File: config.mk
export PLATFORM = sky130hd
export DESIGN_NAME = bus_cycle_adapter
export DESIGN_NICKNAME = d
export VERILOG_FILES = /design/src/rtl/bca_pkg.sv /design/src/rtl/lane_decode.sv /design/src/rtl/space_decode.sv /design/src/rtl/cycle_timer.sv /design/src/rtl/bus_cycle_adapter.sv
export SDC_FILE = /design/constraint.sdc
export NUM_CORES = 1
export LEC_CHECK = 0
export ABC_AREA = 1
export BUFFER_PORTS_ARGS = -buffer_cell sky130_fd_sc_hd__buf_2
export CORE_MARGIN = 4
export CORE_UTILIZATION = 39
export DETAILED_ROUTE_END_ITERATION = 12
export PLACE_DENSITY = 0.77
export SKIP_CTS_REPAIR_TIMING = 1
export SYNTH_ARGS = -nofsm -noshare
export SYNTH_HDL_FRONTEND = slang
export SYNTH_SLANG_ARGS = --single-unit
File: constraint.sdc
create_clock -name clk -period 2.5 [get_ports clk]
set_input_delay 0.5 -clock clk [delete_from_list [all_inputs] [get_ports clk]]
set_output_delay 0.5 -clock clk [all_outputs]
set_load 0.02 [all_outputs]
File: src/rtl/bca_pkg.sv
package bca_pkg;
  typedef enum logic {ST_IDLE = 1'b0, ST_ACTIVE = 1'b1} cyc_state_t;

  typedef struct packed {
    logic pio;
    logic cop;
    logic oor;
  } space_t;
endpackage

File: src/rtl/lane_decode.sv
module lane_decode #(
  parameter int LANES = 4,
  localparam int LOW_W = $clog2(LANES)
) (
  input  logic [LANES-1:0] en_n,
  output logic [LANES-1:0] mask,
  output logic [LOW_W-1:0] low,
  output logic             none
);
  assign mask = ~en_n;
  assign none = &en_n;

  // lowest active lane wins: scan from the top so lower lanes overwrite
  always_comb begin
    low = '0;
    for (int i = LANES - 1; i >= 0; i--) begin
      if (!en_n[i]) low = LOW_W'(i);
    end
  end
endmodule

File: src/rtl/space_decode.sv
module space_decode
  import bca_pkg::*;
#(
  parameter int ADDR_W = 32,
  parameter int PIO_W  = 16
) (
  input  logic [ADDR_W-1:2] wa,
  input  logic              mem,
  output space_t            sp
);
  logic pio_zone;
  assign pio_zone = (wa[ADDR_W-1:PIO_W] == '0);

  always_comb begin
    sp.pio = !mem && pio_zone;
    sp.cop = !mem && wa[ADDR_W-1];
    sp.oor = !mem && !pio_zone && !wa[ADDR_W-1];
  end
endmodule

File: src/rtl/cycle_timer.sv
module cycle_timer
  import bca_pkg::*;
#(
  parameter int WAIT_W = 6,
  localparam logic [WAIT_W-1:0] WAIT_MAX = '1
) (
  input  logic              clk,
  input  logic              rst_n,
  input  logic              strb_n,
  input  logic              rdy_n,
  output logic              start,
  output logic              busy,
  output logic              done,
  output logic [WAIT_W-1:0] wait_cnt
);
  cyc_state_t state;

  assign busy  = (state == ST_ACTIVE);
  assign start = (state == ST_IDLE) && !strb_n;

  always_ff @(posedge clk) begin
    if (!rst_n) begin
      state    <= ST_IDLE;
      done     <= 1'b0;
      wait_cnt <= '0;
    end else begin
      done <= 1'b0;
      case (state)
        ST_IDLE: if (start) begin
          state    <= ST_ACTIVE;
          wait_cnt <= '0;
        end
        ST_ACTIVE: if (!rdy_n) begin
          state <= ST_IDLE;
          done  <= 1'b1;
        end else if (wait_cnt != WAIT_MAX) begin
          wait_cnt <= wait_cnt + 1'b1;
        end
        default: state <= ST_IDLE;
      endcase
    end
  end

  // a completion pulse only follows an active cycle and leaves it idle
  p_done_closes_r9: assert property (@(posedge clk) disable iff (!rst_n)
    done |-> (!busy && $past(busy)));
  // the wait count never drops inside a cycle
  p_wait_mono_r10: assert property (@(posedge clk) disable iff (!rst_n)
    (busy && $past(busy)) |-> (wait_cnt >= $past(wait_cnt)));
endmodule

File: src/rtl/bus_cycle_adapter.sv
module bus_cycle_adapter
  import bca_pkg::*;
#(
  parameter int WAIT_W = 6
) (
  input  logic              clk,
  input  logic              rst_n,
  input  logic              strb_n,
  input  logic              rdy_n,
  input  logic [29:0]       word_addr,
  input  logic [3:0]        lane_en_n,
  input  logic              mem_sel,
  output logic [31:0]       phys_addr,
  output logic [3:0]        lane_mask,
  output logic              no_lane_err,
  output logic              is_mem,
  output logic              pio_hit,
  output logic              cop_cs,
  output logic              io_range_err,
  output logic              busy,
  output logic              cyc_done,
  output logic [WAIT_W-1:0] wait_cnt
);
  localparam int LANES  = 4;
  localparam int ADDR_W = 32;
  localparam int LOW_W  = $clog2(LANES);

  logic [LANES-1:0] mask_d;
  logic [LOW_W-1:0] low_d;
  logic             none_d;
  space_t           sp_d;
  logic             start;

  lane_decode #(.LANES(LANES)) u_lane (
    .en_n(lane_en_n), .mask(mask_d), .low(low_d), .none(none_d)
  );

  space_decode #(.ADDR_W(ADDR_W), .PIO_W(16)) u_space (
    .wa(word_addr), .mem(mem_sel), .sp(sp_d)
  );

  cycle_timer #(.WAIT_W(WAIT_W)) u_timer (
    .clk(clk), .rst_n(rst_n), .strb_n(strb_n), .rdy_n(rdy_n),
    .start(start), .busy(busy), .done(cyc_done), .wait_cnt(wait_cnt)
  );

  always_ff @(posedge clk) begin
    if (!rst_n) begin
      phys_addr    <= '0;
      lane_mask    <= '0;
      no_lane_err  <= 1'b0;
      is_mem       <= 1'b0;
      pio_hit      <= 1'b0;
      cop_cs       <= 1'b0;
      io_range_err <= 1'b0;
    end else if (start) begin
      phys_addr    <= {word_addr, low_d};
      lane_mask    <= mask_d;
      no_lane_err  <= none_d;
      is_mem       <= mem_sel;
      pio_hit      <= sp_d.pio;
      cop_cs       <= sp_d.cop;
      io_range_err <= sp_d.oor;
    end
  end

  // captured outputs hold for the whole active cycle
  p_hold_r8: assert property (@(posedge clk) disable iff (!rst_n)
    (busy && $past(busy)) |-> ($stable(phys_addr) && $stable(lane_mask) && $stable(cop_cs)));
  // at most one space flag at a time
  p_excl_r7: assert property (@(posedge clk) disable iff (!rst_n)
    $onehot0({pio_hit, cop_cs, io_range_err}));
  // memory cycles carry no I/O flags
  p_mem_clean_r7: assert property (@(posedge clk) disable iff (!rst_n)
    is_mem |-> !(pio_hit || cop_cs || io_range_err));
  // an empty lane set leaves the low bits at zero
  p_empty_low_r3: assert property (@(posedge clk) disable iff (!rst_n)
    no_lane_err |-> (phys_addr[1:0] == 2'b00 && lane_mask == 4'b0000));
endmodule

**Yosys cells after proc, flatten, opt, wreduce, memory -nomap -nowiden**

Cells that the tools add are included.

- Add/sub/neg operators: 1
- Eq/ne operators: 4
- Muxes and demuxes: 12
- Bitwise operators: 2
- Reduce and logical (&&, ||, !) cells: 13

Operator list:

| cell | number |
|---|---|
| 2-to-1 mux 6 bit | 3 |
| zero test 16 bit | 1 |
| one-hot mux 6 bit (2 select lines) | 1 |
| 2-to-1 mux 2 bit | 4 |
| adder 6 x 1 -> 6 bit (second input constant) | 1 |
| != test 2 bit (second input constant) | 3 |
| != test 6 bit (second input constant) | 1 |
| logical AND 1 bit | 5 |
| zero test 1 bit | 4 |
| inverter 4 bit | 1 |
| AND reduction 4 bit | 1 |
| 2-to-1 mux 1 bit | 3 |
| AND reduction 3 bit | 1 |
| one-hot mux 1 bit (2 select lines) | 1 |
| AND reduction 2 bit | 1 |
| inverter 1 bit | 1 |

- Register bits: 49
- Input bits: 39
- Output and inout port bits: 49
- Logic and storage cells: 42

**Depth between registers and ports, before layout**

- Depth in word-level cells: 4
- Mapped depth: 8
- Gate-level depth less buffers: 8

**By module**

From an unflattened synthesis, not the netlist that was laid out.

- Cells, all modules: 354
- Area total of the unflattened synthesis: 2263.4 µm²

By module, submodules not included:

| module | instances | cells each | area an instance (µm²) | seq. area each (µm²) |
|---|---|---|---|---|
| bus_cycle_adapter | 1 | 260 | 1704.1 | 820.8 |
| cycle_timer | 1 | 65 | 435.4 | 160.2 |
| space_decode | 1 | 20 | 81.3 | 0.0 |
| lane_decode | 1 | 9 | 42.5 | 0.0 |

**Worst setup path after synthesis**

No wires, ideal clock.

- Path type: register -> register
- Start: register u_timer.wait_cnt[1]
- End: register u_timer.wait_cnt[3]
- Setup time: 0.121 ns
- Data arrival time: 1.246 ns
- Slack: 1.133 ns
- Stages on the path, launching flop included: 7
- Buffers on the path: 0
- Period minus slack after synthesis: 1.367 ns
- Cell sequence: dfxtp_1 > ha_1 > nand3_1 > o21bai_4 > nand2_4 > nand2_1 > a21oi_1

- Word-level cells in the longest chain between the ends: 4
- Elaborated cells between the ends (all ways): 7
- Classes of those cells: add/sub: 1; eq/ne: 2; mux: 3; reduce/logical: 1

RTL lines:

| element | RTL line | RTL |
|---|---|---|
| from (decl) | cycle_timer.sv:14 | `output logic [WAIT_W-1:0] wait_cnt` |
| from (signal assigned) | cycle_timer.sv:37 | `wait_cnt <= wait_cnt + 1'b1;` |
| adder 6 x 1 -> 6 bit | cycle_timer.sv:37 |  |
| 2-to-1 mux 6 bit | cycle_timer.sv:36 | `end else if (wait_cnt != WAIT_MAX) begin` |
| 2-to-1 mux 6 bit | cycle_timer.sv:33 | `ST_ACTIVE: if (!rdy_n) begin` |
| one-hot mux 6 bit (2 select lines) | cycle_timer.sv:28 | `case (state)` |

Parallel ways exist; a longest one is shown, timed or not. The select of a mux whose other input is x is not followed.
A chain may end at the register's enable or synchronous reset.

**Worst setup path after layout**

- Start: register u_timer.state, in the netlist u_timer.busy
- End: output busy

RTL lines:

| element | RTL line | RTL |
|---|---|---|
| from (decl) | cycle_timer.sv:16 | `cyc_state_t state;` |
| from (signal assigned) | cycle_timer.sv:23 | `state <= ST_IDLE;` |
| from (signal assigned) | cycle_timer.sv:30 | `state <= ST_ACTIVE;` |
| from (signal assigned) | cycle_timer.sv:34 | `state <= ST_IDLE;` |
| to (decl) | bus_cycle_adapter.sv:20 | `output logic busy,` |

No word-level cell between the ends.

==> reports/summary.txt <==
status: finished clean
Leakage: 1.23 nW
Final nets: 382
Max Clock Freq: 636 MHz
CP delay by family, top: flip-flops
DRT Wirelength: 4700 um
Mapped Nets: 298
CP Max Fanout: 8
Syn Std Cell Area: 1940 um2
Tcrit/Tclk final: 62.9%
drt pass-1 iters: 5
grt met1 use: 18.6%
Place WS: 0.821 ns
Clk Latency, worst-skew pair: 0.30 ns
starting DRC count in detailed routing: 64
Yosys reg bits: 49
site row count: 25
worst path arrival time: 1.07 ns
CTS tree: yes
Avg Cell Area, Syn: 7.50 um2
root buf cell: clkbuf_8
Total GRT Usage: 15.5%
Non-Filler Instances: 410
largest net degree at the start of global routing: 47
min-delay worst type: input port to register
Layout Utilization: 52.4%
relative slew slack: 70.9%
vias per cell: 4.68
leading cell types in the layout, fill and taps excluded: 87 x buf_2, 79 x nor2_1, 49 x dfxtp_1, 38 x o21ai_0, 32 x nand2_1
Cells after Synth: 258
share of layout cells above drive strength 1: 30.0%
PnR worst setup slack: 0.927 ns
crit end category: primary output
mean routed wirelength per cell: 11.5 um
Final setup viols: 0
CP Class: register to primary output
gpl congestion: 0.806
Die H: 78.5 um
register area share after synthesis: 50.7%
top-level I/O count: 88
crit path time final: 1.57 ns
clk buf depth: 2
worst-margin pin slew: 0.435 ns
post-route cell area: 2490 um2
CTS HTree Levels: 2
P per Cell Area: 649 nW/um2
CP Data Required Time: 2.00 ns
Total Power: 1.62 mW
worst ir drop on vdd: 0.296 mV
largest cells by area after synthesis: dfxtp_1 51%, nor2_1 15%, o21ai_0 9.8%
final hold slack: 0.365 ns
Sum Neg Setup Slack: 0 ns
Synth area leader: dfxtp_1
MaxCap Viol Count: 0
Starting Density: 40.7%
CTS sink count: 49
die width: 78.5 um
remaining antenna violation count: 0
die area: 6150 um2
share of the synthesized area in the top cell type: 50.7%
# DRC: 0
most common cell after layout, fill and taps aside: buf_2
area of placed instances: 2390 um2
placed cells: 402
via count: 1918
DP HPWL: 3490 um
Synth warnings: 0
Buffers on Ports: 87
met2 usage: 26.2%
number of global-route vias before repair: 1839
Inserted Clock Buffers: 5
core area: 4750 um2
Critical Path Source Type: register
Top Usage Layer GRT: met2
synth unique cells: 22
RSZ-0062 raised after global routing: false
first-pass GRT wire length: 7830 um
Worst Clk Skew: 0.0103 ns
GRT Residual Overflow: 0
Final Slew Violations: 0
Bufs and invs on worst path: 1
Area growth syn-to-layout: 28.7%
critical path, cell by cell: buf_2
initial antenna violation count: 0
clock-pin slew on the worst setup and hold paths: 0.09 ns
final hold viol count: 0
Diodes inserted: 0
worst stage delay on the critical path: 0.53 ns
met3 GRT Util: 5.50%
Worst path slowest cell: dfxtp_1
==> power breakdown <==
| part | switching [mW] | leakage (nW) | internal (mW) |
|---|---|---|---|
| sequential | 0.0280 | 0.404 | 0.834 |
| clock | 0.253 | 0.0512 | 0.224 |
| combinational | 0.183 | 0.772 | 0.0962 |
==> sequential cells by signal (all words and copies together), names as in the netlist <==
register and count:
cop_cs 1, io_range_err 1, is_mem 1, lane_mask 4
no_lane_err 1, phys_addr 32, pio_hit 1, u_timer.busy 1
u_timer.done 1, u_timer.wait_cnt 6
==> synthesized netlist by cell type <==
| master | n |
|---|---|
| nand2_1 | 32 |
| clkinv_1 | 1 |
| o21ai_0 | 38 |
| buf_4 | 3 |
| o21bai_4 | 1 |
| inv_6 | 1 |
| buf_2 | 3 |
| o21a_1 | 1 |
| nor3_1 | 2 |
| dfxtp_1 | 49 |
| nor2_1 | 79 |
| nand4_1 | 3 |
| ha_1 | 1 |
| inv_1 | 10 |
| nor2_4 | 1 |
| clkbuf_1 | 3 |
| buf_6 | 2 |
| buf_1 | 1 |
| a21oi_1 | 15 |
| nand2_2 | 2 |
| nand3_1 | 9 |
| nand2_4 | 1 |
==> final timing paths <==
kind                            slack [ns]  cells after the start                     from                 endpoint
worst max-delay path                  0.93                      1  u_timer.busy$_SDFF_PN0_                     busy
worst min-delay path                  0.37                      2                    rdy_n  u_timer.done$_SDFF_PN0_
worst max register to register        0.97                      5  u_timer.busy$_SDFF_PN0_      cop_cs$_SDFFE_PN0P_
worst min register to register        0.47                      2     pio_hit$_SDFFE_PN0P_     pio_hit$_SDFFE_PN0P_
==> routing by layer <==
| layer | vias up | share of wire [%] |
|---|---|---|
| li1 | 997 | - |
| met1 | 843 | 45 |
| met2 | 71 | 45 |
| met3 | 7 | 8.3 |
| met4 | 0 | 1.0 |
| met5 | - | 0 |
==> area by class of cell <==
type	count	area [um2]
inverters	12	50.0
repair buffers	89	450
multi-input cells	185	830
clock inverters	2	13.8
well taps	67	83.8
flip-flops and latches	49	981
clock buffers	6	82.6
fillers	476	2260
==> kinds of logic (layout without fill, tap and decap cells) <==
family	count (synthesis)	after routing	synth area share (%)
AOI/OAI and AO/OA	55	55	15.1
and+or+nand+nor	129	129	27.1
DFF	49	49	50.7
buffers and inverters	24	109	6.46
adders and majority gates	1	1	0.646
==> worst reg2reg max path: cells and delay by family (launching register included) <==
kind	cells	cell delay [ns]
compound gates	1	0.17
flops	1	0.42
simple gates	3	0.56
buf+inv	1	0.32
No activity file was read; power rests on OpenSTA's default activity.
